## config.mk

```make
export PLATFORM = sky130hd
export DESIGN_NAME = fine_phase_shifter
export DESIGN_NICKNAME = d
export VERILOG_FILES = /design/src/rtl/fps_pkg.sv /design/src/rtl/fps_ack_timer.sv /design/src/rtl/fps_phase_slot.sv /design/src/rtl/fine_phase_shifter.sv
export SDC_FILE = /design/constraint.sdc
export NUM_CORES = 1
export LEC_CHECK = 0
export ABC_AREA = 1
export BUFFER_PORTS_ARGS = -buffer_cell sky130_fd_sc_hd__buf_4
export CORE_MARGIN = 2
export CORE_UTILIZATION = 45
export CTS_CLUSTER_SIZE = 20
export DETAILED_ROUTE_END_ITERATION = 8
export PLACE_DENSITY = 0.71
export SETUP_SLACK_MARGIN = 0.05
export SYNTH_ARGS = -nofsm -noshare
export SYNTH_HDL_FRONTEND = slang
export SYNTH_HIERARCHICAL = 1
export SYNTH_SLANG_ARGS = --single-unit
```

## constraint.sdc

```tcl
create_clock -name clk -period 3.51 [get_ports clk]
set_clock_uncertainty 0.2 [all_clocks]
set_input_delay 0.1755 -clock clk [delete_from_list [all_inputs] [get_ports clk]]
set_output_delay 0.1755 -clock clk [all_outputs]
set_load 0.005 [all_outputs]
```

## src/rtl/fps_pkg.sv

```systemverilog
package fps_pkg;

    // Fine steps in one VCO period
    localparam int STEPS_PER_VCO = 56;
    // Upper bound on outputs supported by the helper functions
    localparam int MAX_OUTS      = 16;
    localparam int DIV_W         = 8;
    localparam int CALC_W        = 16;

    typedef struct packed {
        logic fire;   // apply one step this edge
        logic up;     // direction of that step
    } step_cmd_t;

    typedef enum logic [1:0] {
        TMR_IDLE    = 2'b00,
        TMR_WAIT    = 2'b01,
        TMR_FINAL   = 2'b10
    } tmr_state_t;

    // Largest divide value in a packed list of NUM entries
    function automatic int max_div(input logic [MAX_OUTS*DIV_W-1:0] divs, input int num);
        int best;
        best = 1;
        for (int i = 0; i < MAX_OUTS; i++) begin
            if (i < num && int'(divs[i*DIV_W +: DIV_W]) > best)
                best = int'(divs[i*DIV_W +: DIV_W]);
        end
        return best;
    endfunction

    // One step of a modulo counter in either direction
    function automatic logic [CALC_W-1:0] wrap_step(
        input logic [CALC_W-1:0] pos,
        input logic              up,
        input logic [CALC_W-1:0] modulus
    );
        logic [CALC_W-1:0] nxt;
        if (up) begin
            nxt = (pos == modulus - 1'b1) ? '0 : pos + 1'b1;
        end else begin
            nxt = (pos == '0) ? modulus - 1'b1 : pos - 1'b1;
        end
        return nxt;
    endfunction

endpackage

```

## src/rtl/fps_ack_timer.sv

```systemverilog
module fps_ack_timer
    import fps_pkg::*;
#(
    parameter int LATENCY = 12
) (
    input  logic      clk,
    input  logic      rst,
    input  logic      req,
    input  logic      req_up,
    output logic      busy,
    output logic      done,
    output step_cmd_t cmd
);

    localparam int CNT_W = $clog2(LATENCY + 1);

    tmr_state_t       state;
    logic [CNT_W-1:0] remain;
    logic             dir_q;
    logic             accept;
    logic             last;

    assign accept = req && (state == TMR_IDLE);
    assign last   = (state == TMR_FINAL);

    always_ff @(posedge clk) begin
        if (rst) begin
            state  <= TMR_IDLE;
            remain <= '0;
            dir_q  <= 1'b0;
            done   <= 1'b0;
        end else begin
            done <= 1'b0;
            unique case (state)
                TMR_IDLE: begin
                    if (accept) begin
                        dir_q  <= req_up;
                        remain <= CNT_W'(LATENCY - 2);
                        state  <= (LATENCY == 2) ? TMR_FINAL : TMR_WAIT;
                    end
                end
                TMR_WAIT: begin
                    remain <= remain - 1'b1;
                    if (remain == CNT_W'(1))
                        state <= TMR_FINAL;
                end
                TMR_FINAL: begin
                    done  <= 1'b1;
                    state <= TMR_IDLE;
                end
                default: state <= TMR_IDLE;
            endcase
        end
    end

    assign busy     = (state != TMR_IDLE);
    assign cmd.fire = last;
    assign cmd.up   = dir_q;

endmodule

```

## src/rtl/fps_phase_slot.sv

```systemverilog
module fps_phase_slot
    import fps_pkg::*;
#(
    parameter int MODULUS = 448,
    parameter bit FINE    = 1'b1,
    parameter int POS_W   = 9
) (
    input  logic             clk,
    input  logic             rst,
    input  step_cmd_t        cmd,
    output logic [POS_W-1:0] pos
);

    generate
        if (FINE) begin : g_fine
            logic [POS_W-1:0] pos_q;
            logic [POS_W-1:0] pos_nxt;

            assign pos_nxt = POS_W'(wrap_step(CALC_W'(pos_q), cmd.up, CALC_W'(MODULUS)));

            always_ff @(posedge clk) begin
                if (rst)
                    pos_q <= '0;
                else if (cmd.fire)
                    pos_q <= pos_nxt;
            end
            assign pos = pos_q;
        end else begin : g_fixed
            assign pos = '0;
        end
    endgenerate

endmodule

```

## src/rtl/fine_phase_shifter.sv

```systemverilog
module fine_phase_shifter #(
    parameter int                        NUM_OUT = 3,
    parameter logic [NUM_OUT*8-1:0]      OUT_DIV = {8'd4, 8'd2, 8'd8},
    parameter logic [NUM_OUT-1:0]        FINE_EN = 3'b011,
    parameter int                        LATENCY = 12,
    parameter int                        POS_W   = $clog2(fps_pkg::STEPS_PER_VCO *
                                               fps_pkg::max_div(
                                                   (fps_pkg::MAX_OUTS*fps_pkg::DIV_W)'(OUT_DIV),
                                                   NUM_OUT))
) (
    input  logic                     clk,
    input  logic                     rst,
    input  logic                     shift_en,
    input  logic                     shift_up,
    output logic                     shift_done,
    output logic                     busy,
    output logic [NUM_OUT*POS_W-1:0] step_pos
);

    import fps_pkg::*;

    step_cmd_t cmd;

    fps_ack_timer #(
        .LATENCY (LATENCY)
    ) u_timer (
        .clk    (clk),
        .rst    (rst),
        .req    (shift_en),
        .req_up (shift_up),
        .busy   (busy),
        .done   (shift_done),
        .cmd    (cmd)
    );

    generate
        for (genvar i = 0; i < NUM_OUT; i++) begin : g_out
            localparam int MOD_I = STEPS_PER_VCO * int'(OUT_DIV[i*8 +: 8]);
            fps_phase_slot #(
                .MODULUS (MOD_I),
                .FINE    (FINE_EN[i]),
                .POS_W   (POS_W)
            ) u_slot (
                .clk (clk),
                .rst (rst),
                .cmd (cmd),
                .pos (step_pos[i*POS_W +: POS_W])
            );
        end
    endgenerate

endmodule

```

==> impl_metrics.yaml, run 1 <==
routing:
  via_per_inst: 5.129
  postRouteAntennaNets: 0
  drtPass1Iterations: 4
  vias: 2144
  finalWirelength_mm: 4.837
  drc: 0
  wl_per_cell_microns: 11.57
  drt_iter0_markers: 179
clock_tree:
  cts_resized: 0
  clk_pin_slew_ps: 90
  clk_path_buf_depth: 2
  clkLatencyLatePin_ps: 260
  cts_root_buf: "clkbuf_8"
  cts.sinks: 26
  cts_setup_buffers: 0
  htree_levels: 1
  cts_buffers: 3
  cts_tree: "built"
  ctsHoldBuffers: 2
logic_synthesis:
  synth_seq_cells: 26
  synth_area_sq_mm: 0.002117
  ys_warn_count: 6
  seq_area_frac_synth: 0.2459
  postSynthCellCount: 346
  yosys-top-cells-area: "dfxtp_1 (25%), nand2_1 (13%), inv_1 (8.9%)"
  syn_avg_cell_area_sq_um: 6.119
  synth_ff_type: "dfxtp_1"
  ys_types: 30
  synth.top_cell.area_share: 0.2459
  synth_edf_count: 0
  yosysTopAreaCell: "dfxtp_1"
  synthArstFlopShare: 0
sta:
  setup_violations: 0
  slew_viol_final: 0
  setup_tns_ps: 0
  period_share: 0.5357
  fin_ws_ps: 1630
  rsz0062_at_grt: "false"
  period_minus_slack_ps: 1880
  worst_pin_slew_ps: 694.3
  hold_viol: 0
  hold_ws_ps: 61.76
  relSlewSlack: 0.5365
  max_freq_ghz: 0.5318
finish:
  fillers: 461
  layout-drive-gt1-share: 0.1448
  n_antenna_cell: 0
  layout.nets: 377
  syn_to_final_growth_pct: 9.456
placed_design:
  gp_congestion: 0.9310
  dp_slack_ps: 1688
  dp_hpwl_mm: 3.636
  io_buffer_count: 23
floorplan:
  die_w_microns: 72.59
  die_area_sq_mm: 0.005269
  row_count: 24
  dieHeight_microns: 72.59
  core-area_sq_mm: 0.004444
  initial_core_util: 0.4764
  ios: 33
status:
  status: "complete, no violations"
critical_path:
  r2r_setup_slack_ps: 1630
  crit_arrival_ps: 1900
  path_max_fanout: 17
  end_kind: "flip-flop"
  cp-startpoint: "u_timer/dir_q$_SDFFE_PP0P_"
  cp.required_ps: 3530
  critical_path_class: "reg -> reg"
  r2r_start: "u_timer/dir_q$_SDFFE_PP0P_"
  cp-start-kind: "flip-flop"
power_and_ir_drop:
  irDropWorstVdd_mv: 0.1826
  power.leakage_uw: 0.001216
  p_seq_frac: 0.516
  p_total_uw: 630.8
  switchingPower_uw: 179.5
  clkPwrFrac: 0.305
  internal-power_uw: 451.2
  power.density_mw_per_mm2: 272.2
  pwr-share-comb: 0.179
  p_sw_frac: 0.2846
grt:
  grtUsageTotal: 0.1918
  antenna_found_initial: 0
  gr-total-overflow: 0
  grt_max_degree: 23
  grt_pass1_vias: 1870
  grt_pass1_wl_mm: 8.314
hold_path:
  hp-start: "shift_en"
  hp-class: "in -> reg"
job:
  drv_cap: 0
==> worst paths after layout <==
check / to / cells past startpoint
setup / recovery: g_out[0].u_slot/pos[6]$_SDFFE_PP0P_ / 6
hold / removal: u_timer/remain[2]$_SDFFE_PP0P_ / 4
setup reg to reg: g_out[0].u_slot/pos[6]$_SDFFE_PP0P_ / 6
hold reg to reg: u_timer/remain[2]$_SDFFE_PP0P_ / 2
==> Yosys cell counts (4+ instances only) <==
cell type and n:
nor2_1 44, nor2_2 6, nand3_1 32, a21oi_1 22, inv_2 7, buf_4 11
buf_6 4, ha_1 6, nand2_1 72, o21ai_1 7, xor2_1 4, nand3_2 4
inv_1 50, dfxtp_1 26, nand4_1 8, o21ai_0 21
==> per-stage QoR <==
stage               cells  instance area, sq um    util
finish                418                  2317  0.5214
global route          418                  2317  0.5214
CTS                   418                  2317  0.5214
detailed placement    412                  2242  0.5045
global placement      412                  2242  0.5045
floorplan             354                  2147       -
==> critical path, stage by stage (launching register included) <==
cell	delay [ps]
dfxtp_1	770
inv_1	320
a21oi_1	280
nand2_1	80
nand3_1	80
nand2_1	50
inv_1	50
==> layer usage <==
metal | track usage | wire (microns)
met5 | 0 | 0
met4 | 0.03909 | 33
met3 | 0.02762 | 259
met2 | 0.3242 | 2277
met1 | 0.2604 | 2268
==> registers in the layout, indices dropped and copies added, names as in the netlist <==
| signal | count |
|---|---|
| u_timer/state | 2 |
| g_out.u_slot/pos | 18 |
| u_timer/dir_q | 1 |
| u_timer/remain | 4 |
| u_timer/done | 1 |
==> kinds of logic (layout without fill, tap and decap cells) <==
kind of cell | after synthesis | count (layout) | synth area share
other | 1 | 9 | 0.001771
buffers and inverters | 75 | 87 | 0.1720
XOR/XNOR | 6 | 6 | 0.02482
flip-flops | 26 | 26 | 0.2459
AO/OA/AOI/OAI | 54 | 54 | 0.1330
adder cells (fa/ha/maj) | 6 | 6 | 0.03546
AND/OR/NAND/NOR | 178 | 178 | 0.3871
==> power by group through the flow <==
stage	Combinational (uW)	Clock [uW]	Sequential (uW)
floorplan	101	0	323
global placement	110	0	332
detailed placement	111	0	332
CTS	113	201	325
global route	131	212	328
finish	113	192	326
==> final cells by class <==
type,count,area (sq um),area share
Inverter,57,214.0,0.09233
Timing Repair Buffer,26,200.2,0.08639
Multi-Input combinational cell,253,1262,0.5448
Sequential cell,26,520.5,0.2246
Tap cell,52,65.06,0.02808
Clock buffer,4,55.05,0.02376
==> layout by cell type, fill, tap and decap left out, types with 4 or more instances in the layout <==
cell type and n:
nand3_1 32, o21ai_0 21, nor2_1 44, nand3_2 4
nand2_1 72, ha_1 6, nor2_2 6, inv_1 50
o21ai_1 7, conb_1 9, inv_2 7, clkbuf_8 4
a21oi_1 22, nand4_1 8, xor2_1 4, buf_4 24
dfxtp_1 26
No activity file was read; power rests on OpenSTA's default activity.
==> inputs of run 2 (changes only) <==
- PLACE_DENSITY: 0.71 -> 0.73
- clock period: 3.51 -> 1.6 ns (I/O delays scaled with it)
==> run 2 against run 1 <==
Combinational power rose to 2.6 times the previous value. First-iteration DRC count up 19%. Final area up 17%. Non-clock buffer count up 21. Die area unchanged. Flip-flop and latch count unchanged. Clock power rose to 2.9 times the previous value. Global-route usage up 1.5 points. Core utilization up 9.0 points. Cell count up 5.0%. Power up 150%.
==> impl_metrics.yaml, run 2 (synthesis results as in run 1) <==
status:
  status: "complete, no violations"
critical_path:
  crit_arrival_ps: 1480
  critical_path_class: "reg -> reg"
  path_max_fanout: 5
  r2r-end: "g_out[1].u_slot/pos[5]$_SDFFE_PP0P_"
  r2r_start: "g_out[1].u_slot/pos[0]$_SDFFE_PP0P_"
  cp_slowest_cell: "dfxtp_4"
  cp-start-kind: "flip-flop"
  cp_top_family: "simple AND/OR/NAND/NOR gates"
  cp_cell_sequence: "ha_4 > nand3_4 > nor2_4 > nand2_4 > nand4_1 > nand3_2 > nand2_1 > inv_1"
  crit_buf_inv: 1
  slowest_delay_ps: 400
  end_kind: "flip-flop"
  cp.required_ps: 1580
  r2r_setup_slack_ps: 100
  worstRegToRegCells: 8
  path_depth: 8
floorplan:
  die_area_sq_mm: 0.005269
  ios: 33
  dieHeight_microns: 72.59
  row_count: 24
  initial_core_util: 0.4764
  die_w_microns: 72.59
  core-area_sq_mm: 0.004444
sta:
  period_minus_slack_ps: 1502
  setup_tns_ps: 0
  period_share: 0.9390
  hold_viol: 0
  setup_violations: 0
  rsz0062_at_grt: "true"
  slew_viol_final: 0
  max_freq_ghz: 0.6656
clock_tree:
  clk_pin_slew_ps: 100
  htree_levels: 1
  cts_buffers: 3
  cts_tree: "built"
  clk_path_buf_depth: 2
  cts_root_buf: "clkbuf_8"
  cts.sinks: 26
  clkLatencyLatePin_ps: 270
hold_path:
  hold_end: "u_timer/remain[2]$_SDFFE_PP0P_"
  hp-class: "reg -> reg"
  whs_path_depth: 2
  hp-start: "u_timer/remain[2]$_SDFFE_PP0P_"
finish:
  layout-drive-gt1-share: 0.3049
  n_antenna_cell: 0
  syn_to_final_growth_pct: 28.25
  utilization: 0.6109
  layout_common_cells: "nand2_1 (66), buf_4 (43), inv_1 (42)"
  largest_reg_flops: 18
  mostFrequentLayoutCell: "nand2_1"
  layout.nets: 398
  fillers: 419
placed_design:
  io_buffer_count: 23
  gp_congestion: 0.8952
  dp_hpwl_mm: 3.803
power_and_ir_drop:
  power.density_mw_per_mm2: 569.9
  p_total_uw: 1547
  switchingPower_uw: 427.6
  internal-power_uw: 1120
  p_seq_frac: 0.449
  pwr-share-comb: 0.193
  irDropWorstVdd_mv: 0.5003
  power.leakage_uw: 0.001385
  p_sw_frac: 0.2763
  clkPwrFrac: 0.358
routing:
  wl_per_cell_microns: 12.34
  finalWirelength_mm: 5.419
  postRouteAntennaNets: 0
  drtPass1Iterations: 4
  drc: 0
  via_per_inst: 5.262
  vias: 2310
  drt_iter0_markers: 213
grt:
  grt_max_degree: 23
  grt_pass1_vias: 2061
  grt_pass1_wl_mm: 8.997
  grtUsageTotal: 0.2071
  antenna_found_initial: 0
  gr-total-overflow: 0
job:
  drv_cap: 0
==> run 2: cell types whose count changed in the layout (fill, tap and decap cells not counted), sizes merged <==
cell	previous run	this run
buf	24	44
bufinv	0	1
clkbuf	4	3
dlygate4sd3	2	3
==> run 2: per-layer routing <==
layer	track usage	part of all wire	vias up
li1	-	-	1165
met1	0.2800	0.44	1026
met2	0.3354	0.47	101
met3	0.03729	0.067	18
met4	0.06379	0.023	0
met5	0	0	-
==> run 2: area by class of cell <==
type	count	area, sq um	share of cell area
Tap cell	52	65.06	0.02396
Sequential cell	26	555.5	0.2046
Clock inverter	1	30.03	0.01106
Multi-Input combinational cell	253	1426	0.5253
Inverter	57	224.0	0.08249
Timing Repair Buffer	47	372.9	0.1373
Clock buffer	3	41.29	0.01521
==> run 2: worst max path at each step <==
stage | from | to | slack [ps]
2_1_floorplan | g_out[1].u_slot/pos[0]$_SDFFE_PP0P_ | g_out[1].u_slot/pos[7]$_SDFFE_PP0P_ | 90
3_3_place_gp | g_out[0].u_slot/pos[0]$_SDFFE_PP0P_ | g_out[0].u_slot/pos[0]$_SDFFE_PP0P_ | 30
3_5_place_dp | g_out[1].u_slot/pos[1]$_SDFFE_PP0P_ | g_out[1].u_slot/pos[0]$_SDFFE_PP0P_ | -20
4_1_cts | g_out[1].u_slot/pos[0]$_SDFFE_PP0P_ | g_out[1].u_slot/pos[0]$_SDFFE_PP0P_ | 30
5_1_grt | g_out[0].u_slot/pos[2]$_SDFFE_PP0P_ | g_out[0].u_slot/pos[5]$_SDFFE_PP0P_ | 2
6_report | g_out[1].u_slot/pos[0]$_SDFFE_PP0P_ | g_out[1].u_slot/pos[5]$_SDFFE_PP0P_ | 100
==> run 2: through the flow <==
stage               setup WS, ps  instance area [sq um]  cells  hold WS (ps)
finish                     97.60                   2715    439         305.6
global route               1.804                   2715    439         329.6
CTS                        32.83                   2511    436         304.9
detailed placement        -24.47                   2352    425         160.5
global placement           28.11                   2352    425         170.9
floorplan                  89.95                   2147    354        -43.21
==> run 2: power groups by stage <==
stage               combinational (uW)  clock, uW  sequential [uW]
CTS                                281        572              701
finish                             299        554              694
detailed placement                 269          0              716
floorplan                          221          0              708
global placement                   264          0              715
global route                       341        602              698
==> run 2: worst reg2reg max path: cells and delay by family, from the launching register on <==
kind          cells  cell delay [ps]
simple gates      6              610
flops             1              400
fa+ha+maj         1              160
buf+inv           1               30
==> run 2: timing repair <==
item | in CTS | in global routing
pin swaps | 3 | 16
endpoints found under the hold margin | 13 | 0
endpoints found under the setup margin | 13 | 16
gates resized for setup | 11 | 60
buffers inserted | 4 | 3
gates cloned | 0 | 0
hold buffers | 3 | 0
==> inputs of run 3 (changes only) <==
- ABC_AREA: 1 -> default
- PLACE_DENSITY: 0.73 -> 0.74
==> run 3 against run 2 <==
The run now ends with setup timing left. Sequential share of layout area shrank 2.4 points. Sequential power grew 0.9%. Setup slack lost 550 ps. Power shrank 0.20%. Maximum frequency shrank 27%. Cell count shrank 14%. Synthesized area shrank 6.4%. First-iteration DRC count shrank 46%. Register-to-register slack lost 550 ps. Flip-flop and latch count is the same. Hold slack lost 9.2 ps. Largest cell class unchanged.
==> impl_metrics.yaml, run 3 <==
routing:
  drt_iter0_markers: 116
  postRouteAntennaNets: 0
  drtPass1Iterations: 4
  vias: 2184
  wl_per_cell_microns: 15.16
  drc: 0
  finalWirelength_mm: 5.746
  via_per_inst: 5.763
finish:
  n_antenna_cell: 0
  syn_to_final_growth_pct: 52.27
  layout_common_cells: "buf_4 (82), nor2_1 (20), a21oi_1 (15), dfxtp_1 (15), buf_6 (11)"
  layout-drive-gt1-share: 0.4862
  largest_reg_flops: 18
  design_area_sq_mm: 0.003018
  multiInputGateArea_sq_mm: 0.001489
  fillers: 342
  layout.nets: 338
  mostFrequentLayoutCell: "buf_4"
  area.sequential_sq_um: 544.3
power_and_ir_drop:
  p_seq_frac: 0.453
  switchingPower_uw: 421.3
  clkPwrFrac: 0.318
  p_sw_frac: 0.2728
  power.density_mw_per_mm2: 511.7
  internal-power_uw: 1123
  pwr-share-comb: 0.228
  p_total_uw: 1544
  power.leakage_uw: 0.001243
  irDropWorstVdd_mv: 0.3785
grt:
  grt_pass1_wl_mm: 8.921
  grt_busiest_layer: "met2"
  use_met2: 0.3899
  antenna_found_initial: 0
  met1_usage: 0.2682
  grt_pass1_vias: 1965
  grt_max_degree: 28
  gr-usage-met3: 0.02309
  gr-total-overflow: 0
  grtUsageTotal: 0.2169
logic_synthesis:
  synth.top_cell.area_share: 0.2626
  yosysTopAreaCell: "dfxtp_1"
  syn_avg_cell_area_sq_um: 7.959
  synth_ff_type: "dfxtp_1"
  seq_area_frac_synth: 0.2626
  yosys-top-cells-area: "dfxtp_1 (26%), a21oi_1 (4.5%), buf_4 (4.5%)"
  postSynthCellCount: 249
  ys_warn_count: 6
  ys_types: 68
  synthArstFlopShare: 0
  synthTopCellsByCount: "dfxtp_1 (26), nor2_1 (22), a21oi_1 (18)"
  synth_edf_count: 0
  synth_area_sq_mm: 0.001982
  yosysMostFrequentCell: "dfxtp_1"
  synth_seq_cells: 26
floorplan:
  dieHeight_microns: 70.37
  die_area_sq_mm: 0.004951
  core-area_sq_mm: 0.004294
  row_count: 24
  ios: 33
  die_w_microns: 70.37
  initial_core_util: 0.4615
clock_tree:
  cts_tree: "built"
  clkLatencyLatePin_ps: 270
  cts.sinks: 26
  clk_path_buf_depth: 2
  htree_levels: 1
  cts_buffers: 3
  cts_root_buf: "clkbuf_8"
  clk_pin_slew_ps: 100
hold_path:
  whs_path_depth: 2
  hp-start: "u_timer/remain[0]$_SDFFE_PP0P_"
  hold_end: "u_timer/remain[0]$_SDFFE_PP0P_"
  hp-class: "reg -> reg"
critical_path:
  r2r_start: "g_out[0].u_slot/pos[0]$_SDFFE_PP0P_"
  cp-start-kind: "flip-flop"
  end_kind: "flip-flop"
  worstRegToRegCells: 6
  path_max_fanout: 3
  crit_arrival_ps: 2020
  critical_path_class: "reg -> reg"
  cp.required_ps: 1570
  r2r_setup_slack_ps: -450
  r2r-end: "g_out[0].u_slot/pos[8]$_SDFFE_PP0P_"
sta:
  setup_violations: 14
  period_minus_slack_ps: 2050
  fin_ws_ps: -450.4
  rsz0062_at_grt: "true"
  hold_viol: 0
  period_share: 1.282
  slew_viol_final: 0
  max_freq_ghz: 0.4877
placed_design:
  dp_hpwl_mm: 3.775
  io_buffer_count: 23
  gp_congestion: 0.9018
  place_area_sq_mm: 0.002557
status:
  failed_checks: "setup timing"
  status: "finished with violations"
job:
  drv_cap: 0
==> run 3: changes by cell type in the layout (fill, tap and decap cells not counted), moves of 8 or more <==
cell     previous run  this run
inv_1              42        10
o21ai_0            19         8
buf_4              43        82
nor2_4              9         1
inv_2              11         3
nor2_1             39        20
buf_6               0        11
nand3_1            29         7
nand2_1            66         8
==> run 3: power groups by stage <==
stage / Combinational (uW) / Sequential [uW] / Clock [uW]
6_report: 353 / 700 / 492
3_5_place_dp: 277 / 710 / 0
4_1_cts: 314 / 697 / 496
5_1_grt: 383 / 703 / 517
2_1_floorplan: 208 / 699 / 0
3_3_place_gp: 269 / 709 / 0
==> run 3: kinds of logic after synthesis <==
family,share of synthesized area
buffers and inverters,0.1263
adder cells (fa/ha/maj),0.03788
flip-flops,0.2626
AND/OR/NAND/NOR,0.2835
other,0.001892
AO/OA/AOI/OAI,0.2500
XOR/XNOR,0.02210
multiplexers,0.01578
==> run 3: cell type report <==
class,instances,share of cell area
Clock buffer,4,0.02197
Inverter,16,0.02280
Timing Repair Buffer,97,0.2600
Tap cell,52,0.02156
Multi-Input combinational cell,184,0.4934
Sequential cell,26,0.1803
==> run 3: worst max-delay path: stages (launching register included) <==
cell and delay (ps):
dfxtp_2 340, inv_2 70, ha_4 120, or4b_4 480, nor4b_4 340, o21ai_1 110
a2111oi_2 290
==> run 3: through the flow <==
step / setup WS [ps] / TNS (ps) / hold WS (ps) / util / cells
2_1_floorplan: -459.6 / -2485 / -50.93 / - / 257
3_3_place_gp: -347.2 / -2640 / 117.0 / 0.5956 / 356
3_5_place_dp: -439.6 / -3199 / 135.1 / 0.5956 / 356
4_1_cts: -444.8 / -2562 / 299.0 / 0.6582 / 371
5_1_grt: -514.1 / -3736 / 317.7 / 0.7028 / 379
6_report: -450.4 / -2783 / 296.4 / 0.7028 / 379
==> run 3: repair_timing <==
item / CTS / global route
pin swaps: 20 / 16
hold buffers: 3 / 0
endpoints found under the setup margin: 16 / 18
buffers inserted: 9 / 11
hold endpoints to repair: 11 / 0
gates resized for setup: 30 / 31
==> run 3: worst max path at each step <==
stage,from,end,slack [ps],depth (start not counted)
detailed placement,g_out[0].u_slot/pos[0]$_SDFFE_PP0P_,g_out[0].u_slot/pos[0]$_SDFFE_PP0P_,-440,6
global placement,g_out[0].u_slot/pos[0]$_SDFFE_PP0P_,g_out[0].u_slot/pos[0]$_SDFFE_PP0P_,-350,6
floorplan,g_out[0].u_slot/pos[1]$_SDFFE_PP0P_,g_out[0].u_slot/pos[8]$_SDFFE_PP0P_,-460,7
global route,g_out[0].u_slot/pos[0]$_SDFFE_PP0P_,g_out[0].u_slot/pos[8]$_SDFFE_PP0P_,-510,6
CTS,g_out[0].u_slot/pos[0]$_SDFFE_PP0P_,g_out[0].u_slot/pos[8]$_SDFFE_PP0P_,-440,6
finish,g_out[0].u_slot/pos[0]$_SDFFE_PP0P_,g_out[0].u_slot/pos[8]$_SDFFE_PP0P_,-450,6
==> run 3: metal layers <==
metal,share of wire,wire (microns)
met3,0.048,275
met4,0.017,100
met2,0.53,3027
met1,0.41,2343
met5,0,0
